### src/rtl/rdo_pkg.sv
package rdo_pkg;
  typedef enum logic [2:0] {
    ST_IDLE,
    ST_HDR,
    ST_CHAN,
    ST_TAIL,
    ST_PASS
  } rdo_state_e;
endpackage

### src/rtl/rdo_chanmem.sv
module rdo_chanmem #(
  parameter int NCH = 128,
  parameter int DW  = 8,
  localparam int AW = $clog2(NCH)
) (
  input  logic          clk,
  input  logic          we,
  input  logic [AW-1:0] waddr,
  input  logic [DW-1:0] wdata,
  input  logic [AW-1:0] raddr,
  output logic [DW-1:0] rdata
);
  logic [DW-1:0] mem [NCH];

  always_ff @(posedge clk) begin
    if (we) mem[waddr] <= wdata;
    rdata <= mem[raddr];
  end
endmodule

### src/rtl/rdo_select.sv
module rdo_select #(
  parameter int NCH = 128
) (
  input  logic [NCH-1:0] hit,
  input  logic [NCH-1:0] mask,
  input  logic           read_all,
  input  logic           read_nbr,
  output logic [NCH-1:0] sel
);
  logic [NCH-1:0] live;
  assign live = hit & ~mask;

  for (genvar g = 0; g < NCH; g++) begin : g_ch
    logic below, above;
    if (g > 0) begin : g_lo
      assign below = live[g-1];
    end else begin : g_lo0
      assign below = 1'b0;
    end
    if (g < NCH-1) begin : g_hi
      assign above = live[g+1];
    end else begin : g_hi0
      assign above = 1'b0;
    end
    assign sel[g] = ~mask[g] & (read_all | live[g] | (read_nbr & (below | above)));
  end
endmodule

### src/rtl/rdo_scan.sv
module rdo_scan #(
  parameter int NCH = 128,
  localparam int AW = $clog2(NCH),
  localparam int SW = AW + 1
) (
  input  logic [NCH-1:0] sel,
  input  logic [SW-1:0]  start,
  output logic           found,
  output logic [AW-1:0]  idx
);
  always_comb begin
    found = 1'b0;
    idx   = '0;
    for (int i = NCH-1; i >= 0; i--) begin
      if (sel[i] && (SW'(i) >= start)) begin
        found = 1'b1;
        idx   = AW'(i);
      end
    end
  end
endmodule

### src/rtl/rdo_token_readout.sv
module rdo_token_readout
  import rdo_pkg::*;
#(
  parameter int NCH = 128,
  parameter int DW  = 8,
  parameter int IDW = 7,
  parameter int CW  = 6,
  localparam int AW = $clog2(NCH)
) (
  input  logic           clk,
  input  logic           rst,
  input  logic [IDW-1:0] cfg_chip_id,
  input  logic [DW-1:0]  cfg_thresh,
  input  logic [NCH-1:0] cfg_mask,
  input  logic           cfg_read_all,
  input  logic           cfg_read_nbr,
  input  logic           cfg_rev_cell,
  input  logic           cfg_last,
  input  logic [CW-1:0]  cell_id,
  input  logic           wr_en,
  input  logic [AW-1:0]  wr_ch,
  input  logic [DW-1:0]  wr_val,
  input  logic           tok_n_i,
  input  logic           abort_i,
  output logic [DW-1:0]  bus_o,
  output logic           bus_oe_o,
  output logic           addr_phase_o,
  output logic           bn_n_o
);
  rdo_state_e     st;
  logic           ph;
  logic           any_q;
  logic [AW-1:0]  cur;
  logic [NCH-1:0] hit;
  logic [NCH-1:0] sel;
  logic [DW-1:0]  rd_q;
  logic           f0_found, fn_found;
  logic [AW-1:0]  f0_idx, fn_idx;
  logic [CW-1:0]  cell_fmt;

  // hit flags are evaluated against the threshold at write time
  always_ff @(posedge clk) begin
    if (rst) hit <= '0;
    else if (wr_en) hit[wr_ch] <= (wr_val >= cfg_thresh);
  end

  rdo_chanmem #(.NCH(NCH), .DW(DW)) u_mem (
    .clk(clk), .we(wr_en), .waddr(wr_ch), .wdata(wr_val),
    .raddr(cur), .rdata(rd_q)
  );

  rdo_select #(.NCH(NCH)) u_sel (
    .hit(hit), .mask(cfg_mask), .read_all(cfg_read_all),
    .read_nbr(cfg_read_nbr), .sel(sel)
  );

  rdo_scan #(.NCH(NCH)) u_first (
    .sel(sel), .start('0), .found(f0_found), .idx(f0_idx)
  );

  rdo_scan #(.NCH(NCH)) u_next (
    .sel(sel), .start({1'b0, cur} + (AW+1)'(1)), .found(fn_found), .idx(fn_idx)
  );

  always_comb begin
    for (int b = 0; b < CW; b++)
      cell_fmt[b] = cfg_rev_cell ? cell_id[CW-1-b] : cell_id[b];
  end

  always_ff @(posedge clk) begin
    if (rst) begin
      st       <= ST_IDLE;
      ph       <= 1'b0;
      any_q    <= 1'b0;
      cur      <= '0;
      bus_o    <= '0;
      bus_oe_o <= 1'b0;
      bn_n_o   <= 1'b1;
    end else begin
      ph <= ~ph;
      if (abort_i) begin
        st       <= ST_IDLE;
        bus_o    <= '0;
        bus_oe_o <= 1'b0;
        bn_n_o   <= 1'b1;
      end else begin
        unique case (st)
          ST_IDLE: if (!ph && !tok_n_i) begin
            st       <= ST_HDR;
            bus_oe_o <= 1'b1;
            bus_o    <= DW'(cfg_chip_id);
            cur      <= f0_idx;
            any_q    <= f0_found;
          end
          ST_HDR: begin
            bus_o <= DW'(cell_fmt);
            st    <= any_q ? ST_CHAN : ST_TAIL;
          end
          ST_CHAN: begin
            if (!ph) begin
              bus_o <= DW'(cur);
            end else begin
              bus_o <= rd_q;
              if (fn_found) cur <= fn_idx;
              else          st  <= ST_TAIL;
            end
          end
          ST_TAIL: begin
            bus_o    <= '0;
            bus_oe_o <= 1'b0;
            bn_n_o   <= cfg_last;
            st       <= ST_PASS;
          end
          ST_PASS: if (tok_n_i) begin
            bn_n_o <= 1'b1;
            st     <= ST_IDLE;
          end
          default: st <= ST_IDLE;
        endcase
      end
    end
  end

  assign addr_phase_o = ph;

  assert_drive_holds_token_R9: assert property (@(posedge clk) disable iff (rst)
    bus_oe_o |-> bn_n_o);
  assert_pass_at_end_R9: assert property (@(posedge clk) disable iff (rst)
    $fell(bn_n_o) |-> $fell(bus_oe_o));
  assert_last_keeps_token_R10: assert property (@(posedge clk) disable iff (rst)
    $fell(bn_n_o) |-> !cfg_last);
  assert_start_on_token_R2: assert property (@(posedge clk) disable iff (rst)
    $rose(bus_oe_o) |-> ($past(!tok_n_i) && addr_phase_o));
  assert_abort_idles_R11: assert property (@(posedge clk) disable iff (rst)
    $past(abort_i) |-> (!bus_oe_o && bn_n_o));
  assert_ascending_R4: assert property (@(posedge clk) disable iff (rst)
    (st == ST_CHAN && $past(st) == ST_CHAN && cur != $past(cur)) |-> (cur > $past(cur)));
  assert_quiet_bus_R11: assert property (@(posedge clk) disable iff (rst)
    !bus_oe_o |-> (bus_o == '0));
endmodule

### config.mk
export PLATFORM = sky130hd
export DESIGN_NAME = rdo_token_readout
export DESIGN_NICKNAME = d
export VERILOG_FILES = /design/src/rtl/rdo_pkg.sv /design/src/rtl/rdo_chanmem.sv /design/src/rtl/rdo_select.sv /design/src/rtl/rdo_scan.sv /design/src/rtl/rdo_token_readout.sv
export SDC_FILE = /design/constraint.sdc
export NUM_CORES = 2
export LEC_CHECK = 0
export BUFFER_PORTS_ARGS = -buffer_cell sky130_fd_sc_hd__buf_2
export CAP_MARGIN = 20
export CORE_MARGIN = 1.5
export CORE_UTILIZATION = 51
export CTS_BUF_LIST = sky130_fd_sc_hd__clkbuf_16
export DETAILED_ROUTE_END_ITERATION = 12
export PLACE_DENSITY = 0.68
export SYNTH_ARGS = -nofsm -noshare
export SYNTH_HDL_FRONTEND = slang
export SYNTH_SLANG_ARGS = --single-unit
export TNS_END_PERCENT = 5
### constraint.sdc
create_clock -name clk -period 5.5 [get_ports clk]
set_input_delay 0.275 -clock clk [delete_from_list [all_inputs] [get_ports clk]]
set_output_delay 0.275 -clock clk [all_outputs]
set_load 0.05 [all_outputs]
## Yosys cells after proc, flatten, opt, wreduce, memory -nomap -nowiden

Memory sizes are Yosys's and may differ from the RTL's. A register that Yosys moved wholly into a read port is not among the register bits.
Cells that the tools add are included.

| cells by class | value |
|---|---|
| add/subtract/negate cells | 1 |
| $lt $le $gt $ge | 131 |
| equal/unequal tests | 9 |
| multiplexer cells | 540 |
| bitwise logic cells | 770 |
| reduce and logical (&&, ||, !) cells | 144 |

Operators with widths:

| kind | count |
|---|---|
| 2-to-1 mux 7 bit | 259 |
| greater-or-equal comparator 7 x 8 -> 1 bit (first input constant) | 64 |
| bitwise OR 1 bit | 382 |
| 2-to-1 mux 1 bit | 268 |
| bitwise AND 1 bit | 256 |
| greater-or-equal comparator 6 x 8 -> 1 bit (first input constant) | 32 |
| logical AND 1 bit | 130 |
| NOT 1 bit | 130 |
| bitwise AND 128 bit | 1 |
| bitwise mux 128 bit | 1 |
| greater-or-equal comparator 5 x 8 -> 1 bit (first input constant) | 16 |
| NOT 128 bit | 1 |
| greater-or-equal comparator 4 x 8 -> 1 bit (first input constant) | 8 |
| greater-or-equal comparator 3 x 8 -> 1 bit (first input constant) | 4 |
| case mux 8 bit (4 select lines) | 1 |
| greater-or-equal comparator 1 x 8 -> 1 bit (first input constant) | 2 |
| greater-or-equal comparator 2 x 8 -> 1 bit (first input constant) | 2 |
| 2-to-1 mux 8 bit | 2 |
| case mux 3 bit (5 select lines) | 1 |
| case mux 7 bit (2 select lines) | 1 |
| 2-to-1 mux 3 bit | 4 |
| != test 2 bit (second input constant) | 5 |
| adder 7 x 1 -> 8 bit (second input constant) | 1 |
| greater-or-equal comparator 8 bit | 1 |
| other kinds (16) | 23 |

| storage, ports and cells | value |
|---|---|
| bits in registers | 150 |
| RAM bits | 1024 |
| input port bits | 173 |
| output and inout bits | 11 |
| word-level logic and storage cells | 1604 |
| memories | 1 |

Memories:

| memory | words | width | read ports | clocked after memory_dff | wr ports | RTL line | RTL |
|---|---|---|---|---|---|---|---|
| u_mem.mem | 128 | 8 | 1 | 1 | 1 | rdo_chanmem.sv:13 | `logic [DW-1:0] mem [NCH];` |

## Longest topological paths before layout

| depth | value |
|---|---|
| depth after elaboration | 137 |
| mapped depth | 17 |
| depth with buffers taken out | 13 |

## Cells and area by module

From an unflattened synthesis, not the netlist that was laid out.

| second synthesis, totals | value |
|---|---|
| cells, all modules | 4288 |
| area, all modules | 57596.5 µm² |

Modules (own cells, without submodules):

| module | instances | cells each | area each (µm²) | seq. area each (µm²) |
|---|---|---|---|---|
| rdo_chanmem | 1 | 1635 | 39665.5 | 30909.6 |
| rdo_scan | 2 | 688 | 4369.2 | 0.0 |
| rdo_token_readout | 1 | 776 | 6616.3 | 3002.9 |
| rdo_select | 1 | 501 | 2576.2 | 0.0 |

## Worst setup path before layout

OpenSTA, ideal clock, no wires.

| path | value |
|---|---|
| path kind | reg-to-reg |
| start | register cur[0] |
| end | register cur[3] |
| setup time | 136 ps |
| arrival time | 4409 ps |
| data required time | 5364 ps |
| setup slack | 955 ps |
| stages on the path, launching flop included | 18 |
| buffers on the path | 6 |
| clock period less this slack | 4545 ps |
| cell sequence | dfxtp_1 -> buf_2 -> buf_2 -> buf_1 -> clkbuf_1 -> inv_1 -> ha_1 -> clkbuf_1 -> a211oi_2 -> nor2_1 -> a22oi_1 -> o22ai_1 -> nor4_2 -> nand4_1 -> o41a_1 -> buf_6 -> nor2_1 -> a311oi_2 |

| between the ends | value |
|---|---|
| word-level cells in the longest chain between the ends | 134 |
| elaborated cells on any way between the ends | 518 |
| those cells by class | 1 x add/sub; 128 x order compare; 1 x eq/ne; 259 x mux; 129 x reduce/logical |

RTL lines:

| what | RTL line | RTL |
|---|---|---|
| start, declared | rdo_token_readout.sv:33 | `logic [AW-1:0] cur;` |
| start signal, assigned | rdo_token_readout.sv:92 | `cur <= f0_idx;` |
| start signal, assigned | rdo_token_readout.sv:104 | `if (fn_found) cur <= fn_idx;` |
| adder 7 x 1 -> 8 bit (*) | rdo_token_readout.sv:62 | `.sel(sel), .start({1'b0, cur} + (AW+1)'(1)), .found(fn_found), .idx(fn_idx)` |
| greater-or-equal comparator 7 x 8 -> 1 bit | rdo_scan.sv:15 | `if (sel[i] && (SW'(i) >= start)) begin` |
| logical AND 1 bit | rdo_scan.sv:15 |  |
| 2-to-1 mux 7 bit (128 in a row) | rdo_scan.sv:15 |  |
| 2-to-1 mux 7 bit | rdo_token_readout.sv:104 |  |
| 2-to-1 mux 7 bit | rdo_token_readout.sv:100 | `if (!ph) begin` |
| case mux 7 bit (2 select lines) | rdo_token_readout.sv:87 | `unique case (st)` |

Every way passes the cells marked *; elsewhere a longest branch is shown, timed or not. The select of a mux whose other input is x is not followed.
A chain may end at the register's enable or synchronous reset.

## Worst setup path in the final report

| path | value |
|---|---|
| start | register cur[0] |
| end | register st[2] |

| between the ends | value |
|---|---|
| word-level cells in the longest chain between the ends | 133 |
| elaborated cells on any way between the ends | 387 |
| those cells by class | 1 x add/sub; 128 x order compare; 1 x eq/ne; 128 x mux; 129 x reduce/logical |

RTL lines:

| what | RTL line | RTL |
|---|---|---|
| adder 7 x 1 -> 8 bit (*) | rdo_token_readout.sv:62 |  |
| greater-or-equal comparator 7 x 8 -> 1 bit | rdo_scan.sv:15 |  |
| logical AND 1 bit | rdo_scan.sv:15 |  |
| 2-to-1 mux 1 bit (127 in a row) | rdo_scan.sv:15 |  |
| 2-to-1 mux 1 bit (*) | rdo_scan.sv:15 |  |
| != test 2 bit (no source line) (*) | n/a |  |
| AND reduction 4 bit (no source line) (*) | n/a |  |
| end signal, assigned | rdo_token_readout.sv:97 | `st <= any_q ? ST_CHAN : ST_TAIL;` |
| end, declared | rdo_token_readout.sv:30 | `rdo_state_e st;` |

Every way passes the cells marked *; elsewhere a longest branch is shown, timed or not.

==> impl_metrics.toml <==
[floorplan]
initial_core_util_pct = 51.7
ios = 184
coreArea_mm2 = 0.106
die_area_mm2 = 0.109
die_y_um = 330
die_x_um = 330
row_count = 119

[hold_path]
holdPathEnd = "u_mem.mem[88][4]$_DFFE_PP_"
whs_path_depth = 1
min_from = "wr_val[4]"
hold_class = "in -> reg"

[sta]
whs_ns = 0.0436
max_freq_ghz = 0.192
maxSlewHeadroom_pct = 20.8
slew_violations = 0
finClkSkew_ns = 0.0473
setup_viol = 0
hold_viol_final = 0
grt_setup_unrepaired = "no"
fin_setup_tns_ns = 0
tightest_slew_ns = 1.18
period_share_pct = 94.9
min_period_ns = 5.22

[clock_tree]
cts_sinks = 1182
cts_max_level = 3
clk_pin_slew_worst_paths_ns = 0.09
cts_buffers = 113
clkLatencyLatePin_ns = 0.73
tritoncts = "yes"
cts_root_buf = "clkbuf_16"
cts_buffer_depth = 3

[critical_path]
cp.buffers_inverters = 2
critPathCaptureType = "register"
cp.arrival_ns = 5.87
critPathMaxStageDelay_ns = 0.55
cp-start-kind = "register"
r2r-start = "cur[0]$_SDFFE_PP0P_"
slowest_stage = "dlygate4sd3_1"
path_max_fanout = 20
rrSetupSlack_ns = 0.28
crit_type = "reg -> reg"
critPathTopFamily = "compound AO/OA/AOI/OAI gates"
critical_path.cell_chain = "ha_1 -> buf_4 -> a21oi_1 -> o31ai_1 -> a22oi_1 -> a22oi_1 -> nand4_1 -> nor4_1 -> nand3_1 -> or3_1 -> nor3_1 -> o41ai_1 -> a21oi_1 -> dlygate4sd3_1"
reg2reg_depth = 14
cp.required_ns = 6.15
timing.rr.end = "st[2]$_SDFFE_PP0P_"

[synthesis]
synth-simple-area-share_pct = 9.80
synth_nets = 3986
yosysSeqAreaShare_pct = 62.1
yosys_warnings = 0
synth-async-reset-ratio_pct = 0
synth-edff-count = 1024
syn_area_per_cell_um2 = 14.4
synth_area_leaders = "edfxtp_1, mux4_2, dfxtp_1, nor2_1, a211oi_1"
synth_top_area_share_pct = 56.3
synth_cells = 3802
synth-xor-area-share_pct = 0.128
synth_compound_area_share_pct = 11.3
synthAdderAreaFrac_pct = 0.252
syn_area_mm2 = 0.0546
ys.flop_type = "edfxtp_1"
synth_cell_types = 116
synthMuxAreaShare_pct = 14.3
synth_top_family_by_area = "multiplexers"
synth_seq_cells = 1182
yosysTopAreaCell = "edfxtp_1"

[detailed_routing]
vias = 37904
wirelength_mm = 188
drt_iter0_markers = 5373
vias_per_cell = 6.76
wl_per_cell_um = 33.5
drc = 0
dr.pass1.iters = 8
antenna_left = 0

[run]
maxCapViolCount = 0

[finish]
fillerInstances = 8133
fin_util_pct = 58.6
layout-drive-gt1-share_pct = 23.4
nets = 4296
stdcell_area_mm2 = 0.0619
areaGrowthSynthToFinish_pct = 13.4
layout_common_cells = "edfxtp_1, nor2_1, mux4_2"
layout_commonest_cell = "edfxtp_1"

[place]
portBuffers = 183
dp_hpwl_mm = 136
placed_cell_area_mm2 = 0.0579
gp_congestion = 1.09

[power]
p_per_area_mw_per_mm2 = 317
p_leak_uw = 0.0198
vdd.ir_drop.worst_v = 0.000292
total_power_uw = 19600

[grt]
grt_use_total_pct = 34.5
grt_antenna_before_repair = 18
grt_pass1_vias = 36655
grt_max_degree = 132
overflow = 0
grt_pass1_wl_mm = 266

[outcome]
status = "completed"
-- cells in the mapped netlist (56+ instances only) --
library cell / n
a211oi_1: 153
a21oi_1: 178
clkbuf_1: 117
dfxtp_1: 158
edfxtp_1: 1024
inv_1: 77
mux4_2: 336
nand2_1: 106
nand3_1: 56
nor2_1: 499
nor2b_1: 87
nor3_1: 64
o21ai_0: 175
-- final cells by class --
cell class	count	area, µm²	area share [%]
clock buffer	114	2850	4.61
sequential	1182	33900	54.8
multi-input combinational	2341	19600	31.6
antenna	8	20.0	0.0323
clock inverter	101	753	1.22
inverter	77	289	0.467
tap	1391	1740	2.81
timing repair buffer	397	2760	4.45
-- state kept, by name (all words and copies together), names as in the netlist, 3 cells and up --
name / count
u_mem.mem: 1024
hit: 128
st: 3
cur: 7
bus_o: 8
u_mem.rdata: 8
-- through the flow --
stage | std cells | setup WS, ns
floorplan | 3802 | 0.955
finish | 5611 | 0.281
CTS | 5584 | 0.346
global route | 5604 | 0.0196
global placement | 5349 | 0.796
detailed placement | 5355 | 0.799
-- power by group --
part           switching, µW  total [µW]  internal (µW)
registers               62.9        9850           9790
logic                   1430        2210            788
clock network           3390        7550           4160
total                   4880       19600          14700
-- worst register-to-register path, delay by kind of cell, from the launching register on --
family,cells,cell delay (ns)
flops,1,0.54
buf+inv,2,0.81
fa+ha+maj,1,0.33
simple gates,5,1.67
compound gates,6,1.79
-- how the worst max path moves through the flow --
stage | start | end | slack (ns) | depth (start not counted)
2_1_floorplan | cur[0]$_SDFFE_PP0P_ | cur[3]$_SDFFE_PP0P_ | 0.96 | 17
3_3_place_gp | cur[0]$_SDFFE_PP0P_ | cur[2]$_SDFFE_PP0P_ | 0.80 | 14
3_5_place_dp | cur[0]$_SDFFE_PP0P_ | cur[2]$_SDFFE_PP0P_ | 0.80 | 14
4_1_cts | cur[1]$_SDFFE_PP0P_ | st[2]$_SDFFE_PP0P_ | 0.35 | 15
5_1_grt | cur[0]$_SDFFE_PP0P_ | st[2]$_SDFFE_PP0P_ | 0.02 | 14
6_report | cur[0]$_SDFFE_PP0P_ | st[2]$_SDFFE_PP0P_ | 0.28 | 14
-- cell families (layout without fill, tap and decap cells) --
| group | Yosys count | in the layout |
|---|---|---|
| fa+ha+maj | 11 | 11 |
| other cells | 0 | 8 |
| mux | 359 | 359 |
| flops | 1182 | 1182 |
| compound gates | 894 | 894 |
| xor+xnor | 5 | 5 |
| simple gates | 1072 | 1072 |
| buf+inv | 279 | 689 |
-- timing repair --
action                                  in CTS  in global routing
hold buffers                                14                  0
resized for setup                            0                  0
endpoints found under the setup margin       0                  0
endpoints found under the hold margin       59                  0
setup buffers                                0                  0
-- per-layer routing --
metal | track usage, % | share of wire [%] | up-vias
met4 | 17.7 | 6.0 | 16
met1 | 46.4 | 38 | 19159
li1 | - | - | 15985
met2 | 54.0 | 46 | 2283
met5 | 0 | 0.058 | -
met3 | 6.49 | 9.2 | 461
Power figures use the tool's default switching activity.
